`src/rtl/dbl_pkg.sv`:
```
// Shared constants for the mailbox doorbell character channel.
// Assumes a 32-bit shared register width and 8-bit characters.
package dbl_pkg;
    localparam int          MBX_W      = 32;
    localparam int          CH_W       = 8;
    localparam logic [31:0] MSG_ALIVE  = 32'd1;
    localparam logic [31:0] MSG_CONN   = 32'd2;
    localparam logic [31:0] MSG_DISC   = 32'd3;
    localparam logic [31:0] MSG_DATA   = 32'd5;
    localparam logic [31:0] TX_MARK    = 32'h8000_0000;
    localparam logic [7:0]  CH_LF      = 8'h0A;
    localparam logic [7:0]  CH_CR      = 8'h0D;

    typedef enum logic [1:0] {
        SEL_IN_MBX  = 2'd0,
        SEL_OUT_MBX = 2'd1,
        SEL_IN_DB   = 2'd2,
        SEL_OUT_DB  = 2'd3
    } reg_sel_e;
endpackage

```
`src/rtl/dbl_rx_ring.sv`:
```
// Receive ring with near-full throttle decision.
// What: stores pushed bytes, presents the oldest one, and says when the
// inbound mailbox may be zeroed. Assumes push and flush never coincide.
module dbl_rx_ring #(
    parameter int DEPTH    = 256,
    parameter int HEADROOM = 4
) (
    input  logic                  clk,
    input  logic                  rst_n,
    input  logic                  push,
    input  logic [dbl_pkg::CH_W-1:0] push_byte,
    input  logic                  pop,
    input  logic                  flush,
    output logic [dbl_pkg::CH_W-1:0] head_byte,
    output logic                  not_empty,
    output logic                  mbx_clear,
    output logic                  near_full
);
    localparam int         AW   = $clog2(DEPTH);
    localparam logic [AW:0] HI_L = (AW+1)'(DEPTH - HEADROOM);

    logic [dbl_pkg::CH_W-1:0] mem [DEPTH];
    logic [AW-1:0] wptr_q, rptr_q;
    logic          full_q, full_d;
    logic [AW:0]   cnt, cnt_next;
    logic          pop_ok;

    assign not_empty = (wptr_q != rptr_q);
    assign head_byte = mem[rptr_q];
    assign near_full = full_q;
    assign pop_ok    = pop && not_empty;
    assign cnt       = {1'b0, AW'(wptr_q - rptr_q)};
    assign cnt_next  = cnt + (AW+1)'(push) - (AW+1)'(pop_ok);

    // Decide the next near-full state and whether the mailbox is released.
    always_comb begin
        full_d    = full_q;
        mbx_clear = 1'b0;
        if (flush) begin
            full_d    = 1'b0;
            mbx_clear = 1'b1;
        end else if (push) begin
            full_d    = (cnt_next > HI_L);
            mbx_clear = !(cnt_next > HI_L);
        end else if (pop_ok && full_q && (cnt_next < HI_L)) begin
            full_d    = 1'b0;
            mbx_clear = 1'b1;
        end
    end

    // Byte storage write port.
    always_ff @(posedge clk) begin
        if (push) mem[wptr_q] <= push_byte;
    end

    // Index and near-full state registers.
    always_ff @(posedge clk) begin
        if (!rst_n || flush) begin
            wptr_q <= '0;
            rptr_q <= '0;
            full_q <= 1'b0;
        end else begin
            if (push)   wptr_q <= wptr_q + 1'b1;
            if (pop_ok) rptr_q <= rptr_q + 1'b1;
            full_q <= full_d;
        end
    end

    a_r5_full_needs_level: assert property (@(posedge clk) disable iff (!rst_n)
        full_q |-> (cnt >= HI_L));
    a_r4_write_advance: assert property (@(posedge clk) disable iff (!rst_n)
        (push && !flush) |=> (wptr_q == AW'($past(wptr_q) + 1'b1)));
    a_r10_empty_take_inert: assert property (@(posedge clk) disable iff (!rst_n)
        (!not_empty && !push && !flush) |=> (rptr_q == $past(rptr_q)));
endmodule

```
`src/rtl/dbl_tx_post.sv`:
```
// Transmit poster with one-byte hold and automatic carriage return.
// What: accepts a byte, posts it once the outbound mailbox is empty, and
// queues a carriage return after a newline. Assumes the top grants the
// outbound doorbell to it whenever it posts.
module dbl_tx_post (
    input  logic                     clk,
    input  logic                     rst_n,
    input  logic [dbl_pkg::CH_W-1:0] in_byte,
    input  logic                     in_valid,
    output logic                     in_ready,
    input  logic                     ob_empty,
    output logic                     post,
    output logic [dbl_pkg::MBX_W-1:0] post_word
);
    import dbl_pkg::*;

    logic            pend_q;
    logic [CH_W-1:0] hold_q;

    assign in_ready  = !pend_q;
    assign post      = pend_q && ob_empty;
    assign post_word = TX_MARK | MBX_W'(hold_q);

    // Hold register: load on accept, swap to CR after a posted LF.
    always_ff @(posedge clk) begin
        if (!rst_n) begin
            pend_q <= 1'b0;
            hold_q <= '0;
        end else if (in_valid && in_ready) begin
            pend_q <= 1'b1;
            hold_q <= in_byte;
        end else if (post) begin
            if (hold_q == CH_LF) begin
                hold_q <= CH_CR;
            end else begin
                pend_q <= 1'b0;
            end
        end
    end

    a_r9_cr_follows_lf: assert property (@(posedge clk) disable iff (!rst_n)
        (post && hold_q == CH_LF) |=> (pend_q && hold_q == CH_CR));
endmodule

```
`src/rtl/dbl_msg_decode.sv`:
```
// Inbound doorbell decoder.
// What: turns a nonzero doorbell code into one action strobe and an
// acknowledge. Assumes the code is stable while busy holds it off.
module dbl_msg_decode (
    input  logic                      clk,
    input  logic                      rst_n,
    input  logic [dbl_pkg::MBX_W-1:0] code,
    input  logic                      busy,
    output logic                      act,
    output logic                      do_push,
    output logic                      do_flush,
    output logic                      do_reply,
    output logic                      do_down,
    output logic                      do_err
);
    import dbl_pkg::*;

    assign act = (code != '0) && !busy;

    // Map the pending code to its action strobe.
    always_comb begin
        do_push  = 1'b0;
        do_flush = 1'b0;
        do_reply = 1'b0;
        do_down  = 1'b0;
        do_err   = 1'b0;
        if (act) begin
            case (code)
                MSG_ALIVE: do_reply = 1'b1;
                MSG_CONN:  do_flush = 1'b1;
                MSG_DISC:  do_down  = 1'b1;
                MSG_DATA:  do_push  = 1'b1;
                default:   do_err   = 1'b1;
            endcase
        end
    end

    a_r11_one_action: assert property (@(posedge clk) disable iff (!rst_n)
        act |-> $onehot({do_push, do_flush, do_reply, do_down, do_err}));
endmodule

```
`src/rtl/dbl_char_link.sv`:
```
// Mailbox doorbell character channel, top level.
// What: holds the four shared registers, routes doorbell actions to the
// receive ring and posts transmit bytes. Assumes the host writes the
// inbound mailbox only while it reads zero.
module dbl_char_link #(
    parameter int DEPTH    = 256,
    parameter int HEADROOM = 4
) (
    input  logic        clk,
    input  logic        rst_n,
    input  logic        host_we,
    input  logic [1:0]  host_wsel,
    input  logic [31:0] host_wdata,
    input  logic [1:0]  host_rsel,
    output logic [31:0] host_rdata,
    output logic [7:0]  rx_byte,
    output logic        rx_valid,
    input  logic        rx_take,
    input  logic [7:0]  tx_byte,
    input  logic        tx_valid,
    output logic        tx_ready,
    output logic        link_up,
    output logic        err_flag
);
    import dbl_pkg::*;

    logic [MBX_W-1:0] in_mbx_q, ob_mbx_q, in_db_q, ob_db_q;
    logic             link_q, err_q;
    logic             act, d_push, d_flush, d_reply, d_down, d_err;
    logic             tx_post, mbx_clr, near_full;
    logic [MBX_W-1:0] post_word;
    logic             wr_in_mbx, wr_ob_mbx, wr_in_db, wr_ob_db;

    assign wr_in_mbx = host_we && (reg_sel_e'(host_wsel) == SEL_IN_MBX);
    assign wr_ob_mbx = host_we && (reg_sel_e'(host_wsel) == SEL_OUT_MBX);
    assign wr_in_db  = host_we && (reg_sel_e'(host_wsel) == SEL_IN_DB);
    assign wr_ob_db  = host_we && (reg_sel_e'(host_wsel) == SEL_OUT_DB);

    dbl_msg_decode u_dec (
        .clk(clk), .rst_n(rst_n), .code(in_db_q), .busy(tx_post),
        .act(act), .do_push(d_push), .do_flush(d_flush),
        .do_reply(d_reply), .do_down(d_down), .do_err(d_err)
    );

    dbl_rx_ring #(.DEPTH(DEPTH), .HEADROOM(HEADROOM)) u_ring (
        .clk(clk), .rst_n(rst_n), .push(d_push), .push_byte(in_mbx_q[CH_W-1:0]),
        .pop(rx_take), .flush(d_flush), .head_byte(rx_byte),
        .not_empty(rx_valid), .mbx_clear(mbx_clr), .near_full(near_full)
    );

    dbl_tx_post u_tx (
        .clk(clk), .rst_n(rst_n), .in_byte(tx_byte), .in_valid(tx_valid),
        .in_ready(tx_ready), .ob_empty(ob_mbx_q == '0), .post(tx_post),
        .post_word(post_word)
    );

    // Shared registers: host writes win over block clears on inbound side.
    always_ff @(posedge clk) begin
        if (!rst_n) begin
            in_mbx_q <= '0;
            ob_mbx_q <= '0;
            in_db_q  <= '0;
            ob_db_q  <= '0;
        end else begin
            if (wr_in_mbx)    in_mbx_q <= host_wdata;
            else if (mbx_clr) in_mbx_q <= '0;

            if (tx_post)        ob_mbx_q <= post_word;
            else if (wr_ob_mbx) ob_mbx_q <= host_wdata;

            if (wr_in_db) in_db_q <= host_wdata;
            else if (act) in_db_q <= '0;

            if (tx_post)       ob_db_q <= MSG_DATA;
            else if (d_reply)  ob_db_q <= MSG_ALIVE;
            else if (wr_ob_db) ob_db_q <= ob_db_q & ~host_wdata;
        end
    end

    // Link state and sticky error flag.
    always_ff @(posedge clk) begin
        if (!rst_n) begin
            link_q <= 1'b0;
            err_q  <= 1'b0;
        end else begin
            if (d_flush)     link_q <= 1'b1;
            else if (d_down) link_q <= 1'b0;
            if (d_err) err_q <= 1'b1;
        end
    end

    // Host read mux.
    always_comb begin
        case (reg_sel_e'(host_rsel))
            SEL_IN_MBX:  host_rdata = in_mbx_q;
            SEL_OUT_MBX: host_rdata = ob_mbx_q;
            SEL_IN_DB:   host_rdata = in_db_q;
            default:     host_rdata = ob_db_q;
        endcase
    end

    assign link_up  = link_q;
    assign err_flag = err_q;

    a_r8_wait_empty: assert property (@(posedge clk) disable iff (!rst_n)
        (ob_mbx_q != '0) |-> !tx_post);
    a_r8_post_marks: assert property (@(posedge clk) disable iff (!rst_n)
        tx_post |=> (ob_mbx_q[MBX_W-1] && ob_db_q == MSG_DATA));
    a_r2_ping_reply: assert property (@(posedge clk) disable iff (!rst_n)
        d_reply |=> (ob_db_q == MSG_ALIVE));
    a_r3_connect_clean: assert property (@(posedge clk) disable iff (!rst_n)
        (d_flush && !wr_in_mbx) |=> (in_mbx_q == '0 && !rx_valid && link_q && !near_full));
    a_r7_db_zeroed: assert property (@(posedge clk) disable iff (!rst_n)
        (act && !wr_in_db) |=> (in_db_q == '0));
    a_r11_err_sticky: assert property (@(posedge clk) disable iff (!rst_n)
        err_q |=> err_q);
endmodule

```
`config.mk`:
```
export PLATFORM = sky130hd
export DESIGN_NAME = dbl_char_link
export DESIGN_NICKNAME = d
export VERILOG_FILES = /design/src/rtl/dbl_pkg.sv /design/src/rtl/dbl_rx_ring.sv /design/src/rtl/dbl_tx_post.sv /design/src/rtl/dbl_msg_decode.sv /design/src/rtl/dbl_char_link.sv
export SDC_FILE = /design/constraint.sdc
export NUM_CORES = 2
export LEC_CHECK = 0
export BUFFER_PORTS_ARGS = -buffer_cell sky130_fd_sc_hd__buf_2
export CAP_MARGIN = 0
export CORE_UTILIZATION = 45
export CTS_CLUSTER_DIAMETER = 150
export DETAILED_ROUTE_END_ITERATION = 16
export SYNTH_ARGS = -nofsm -noshare
export SYNTH_HDL_FRONTEND = slang
export SYNTH_SLANG_ARGS = --single-unit
```
`constraint.sdc`:
```
create_clock -name clk -period 6 [get_ports clk]
set_input_delay 1.2 -clock clk [delete_from_list [all_inputs] [get_ports clk]]
set_output_delay 1.2 -clock clk [all_outputs]
set_load 0.02 [all_outputs]
```
==> impl_metrics.json <==
{
  "drive_gt1_frac": 0.251,
  "hold_viol_final": 0,
  "synth-async-reset-ratio": 0,
  "coreArea_um2": 190000,
  "fin_nets": 4633,
  "finalSetupTns_ps": 0,
  "cpPeakStageDelay_ps": 810,
  "path_delay_family": "compound AO/OA/AOI/OAI gates",
  "netlist_instances": 4343,
  "clock_power_share": 0.433,
  "crit_top_cell": "buf_4",
  "avgViaCountPerCell": 6.01,
  "clock_skew_ps": 51.3,
  "dr_total_vias": 43600,
  "worst-path-buf-inv": 4,
  "globalRouteTotalUtil": 0.223,
  "portBuffers": 92,
  "initial_core_util": 0.454,
  "grt_pass1_vias": 43600,
  "start_kind": "register",
  "grt_pass1_wl_um": 312000,
  "antenna_found_initial": 8,
  "cp.arrival_ps": 4750,
  "cts_sinks": 2212,
  "cts.path.max_buffers": 3,
  "p_sw_mw": 6.18,
  "endpoint_kind": "primary output",
  "ys_ff_latch": 2212,
  "total_leakage_power_nw": 32.6,
  "final_cell_mix": "2048 x edfxtp_1, 572 x mux4_2, 340 x nor2_1",
  "layout_commonest_cell": "edfxtp_1",
  "route.detailed.drc": 0,
  "postSynthAreaPerCell_um2": 19.9,
  "seq_power_share": 0.554,
  "wl_um": 216000,
  "grt_max_degree": 199,
  "synth_edf_count": 2048,
  "critPathMaxFanout": 28,
  "cp.required_ps": 4800,
  "numCtsBuffers": 217,
  "yosysWarnings": 0,
  "status": "complete, no violations",
  "rows": 160,
  "insertion_delay_ps": 880,
  "pin_count": 93,
  "postCtsHoldBufs": 0,
  "die-area_um2": 194000,
  "crit_chain": "and2_2 -> buf_4 -> buf_4 -> a211oi_1 -> o21ai_1 -> nand4_1 -> a311oi_1 -> buf_4 -> buf_2",
  "ant_nets": 0,
  "fmax_mhz": 168,
  "place_congestion": 0.825,
  "htree_levels": 4,
  "overflow": 0,
  "netSwitchingFraction": 0.203,
  "layout_worst_path_cycle_share": 0.992,
  "dp.cells": 6848,
  "drt_iter0_drc": 4715,
  "die_h_um": 440,
  "slew_headroom": 0.160,
  "syn-cell-area_um2": 86400,
  "first_pass_iters": 6,
  "cts_tree": "done",
  "period_needed_ps": 5950,
  "tightest_slew_ps": 1260,
  "root_buffer": "clkbuf_16",
  "cap_viol_max_count": 0,
  "avgRoutedWirePerCell_um": 29.8,
  "die_w_um": 440,
  "power.internal_mw": 24.2,
  "yosysUniqueCellTypes": 63,
  "hpwl_um": 131000,
  "rsz0062_at_grt": "no",
  "combPwrFrac": 0.013,
  "powerDensity_nw_per_um2": 312,
  "synth-main-ff-cell": "edfxtp_1",
  "finalSetupViolations": 0,
  "worstSetupPathType": "reg -> out",
  "peakVddDrop_mv": 0.283,
  "hold_class": "reg -> reg",
  "ys_seq_area_frac": 0.749,
  "slew_viol_final": 0,
  "synth_fp_nets": 4415,
  "instances_no_fill": 7247,
  "slowest_stage": "dfxtp_4",
  "clkTransAtPathRegs_ps": 60,
  "area_delta_synth_final_pct": 12.6
}
final timing paths:
path / startpoint / to / slack, ps / cells past startpoint
max reg2reg: u_ring.wptr_q[5] / in_mbx_q[11] / 1140 / 16
min reg2reg: in_mbx_q[16] / in_mbx_q[16] / 460 / 2
max: register / rx_byte[4] / 50 / 9
min: in_mbx_q[16] / in_mbx_q[16] / 460 / 2
repair_timing:
item,in CTS,in global routing
pin swaps,0,0
endpoints found under the setup margin,8,2
endpoints found under the hold margin,0,0
buffers inserted,5,0
gates cloned,0,0
gates resized for setup,14,3
worst register-to-register path, stage by stage, from the launching register on:
cell       delay [ps]
dfxtp_1           630
ha_1              270
and4_1            230
nand3_1           190
and2_1            350
ha_1              330
inv_1              40
ha_1              200
fa_1              460
a211o_1           280
o211ai_1          130
o2bb2a_1          260
a211oi_2          320
a211oi_1          130
a2111oi_4         390
buf_4             390
o21ai_1           120
flip-flops by register name, summed over array words and instances (netlist names), named ones only:
| register | count |
|---|---|
| u_ring.mem | 2048 |
| in_db_q | 32 |
| in_mbx_q | 32 |
| ob_db_q | 32 |
| ob_mbx_q | 32 |
| u_ring.rptr_q | 8 |
| u_ring.wptr_q | 8 |
| u_tx.hold_q | 8 |
| err_flag | 1 |
| link_up | 1 |
| u_ring.near_full | 1 |
| u_tx.pend_q | 1 |
kinds of logic after synthesis:
| kind of cell | count (synthesis) | share of synthesized area |
|---|---|---|
| DFF | 2212 | 0.749 |
| and+or+nand+nor | 748 | 0.0385 |
| muxes | 680 | 0.162 |
| AOI/OAI and AO/OA | 358 | 0.0278 |
| buffers and inverters | 298 | 0.0168 |
| xor gates and xnor gates | 24 | 0.00243 |
| adders and majority gates | 23 | 0.00350 |
cells in the mapped netlist (all sizes together) (2+ instances only):
library cell / instances / area [µm²]
a2111oi: 2 / 55.1
a211oi: 22 / 170
a21boi: 2 / 15.0
a21oi: 80 / 400
a22o: 2 / 17.5
a22oi: 106 / 796
a311oi: 15 / 131
a31oi: 10 / 62.6
and2: 4 / 25.0
and3: 38 / 238
buf: 130 / 823
clkbuf: 142 / 533
dfxtp: 164 / 3280
edfxtp: 2048 / 61500
fa: 2 / 40.0
ha: 21 / 263
inv: 25 / 93.8
mux2i: 108 / 1080
mux4: 572 / 12900
nand2: 178 / 668
nand2b: 7 / 43.8
nand3: 80 / 450
nand3b: 3 / 22.5
nand4: 25 / 163
nor2: 347 / 1300
nor2b: 16 / 100
nor3: 16 / 80.1
nor4: 15 / 93.8
o211ai: 5 / 37.5
o21a: 2 / 15.0
o21ai: 56 / 280
o21bai: 2 / 15.0
o221a: 2 / 22.5
o221ai: 18 / 158
o22ai: 27 / 169
or3: 9 / 56.3
or3b: 2 / 17.5
xnor2: 11 / 96.3
xor2: 13 / 114
through the flow:
| step | power, mW | utilization | setup WS, ps | hold slack, ps | cell area (µm²) |
|---|---|---|---|---|---|
| after floorplan | 17.4 | - | 486 | 437 | 86400 |
| after global placement | 17.5 | 0.475 | 401 | 446 | 90400 |
| after detailed placement | 17.5 | 0.475 | 412 | 454 | 90400 |
| after CTS | 30.6 | 0.511 | 3.15 | 462 | 97400 |
| after global routing | 31.1 | 0.511 | 21.2 | 474 | 97400 |
| final | 30.4 | 0.511 | 47.0 | 461 | 97400 |
per-layer routing:
layer,track usage,vias to the layer above,routed length [µm]
li1,-,18300,-
met1,0.323,23300,91700
met2,0.353,1701,104000
met3,0.0376,260,15200
met4,0.0577,2,4690
met5,0,-,14
final cells by class:
type | count | area, µm²
clock buffer | 293 | 5800
inverter | 26 | 97.6
timing repair buffer | 271 | 2160
clock inverter | 97 | 1010
fill | 15000 | 93000
antenna | 4 | 10.0
multi-input combinational | 1833 | 20300
tap | 2511 | 3140
sequential | 2212 | 64800
power groups by stage:
stage          Combinational, mW  Clock, mW  Sequential (mW)
5_1_grt                    0.418       13.9             16.8
4_1_cts                    0.390       13.4             16.8
6_report                   0.387       13.2             16.8
2_1_floorplan              0.165          0             17.2
3_5_place_dp               0.390          0             17.2
3_3_place_gp               0.379          0             17.2
(Power assumes the default switching activity.)
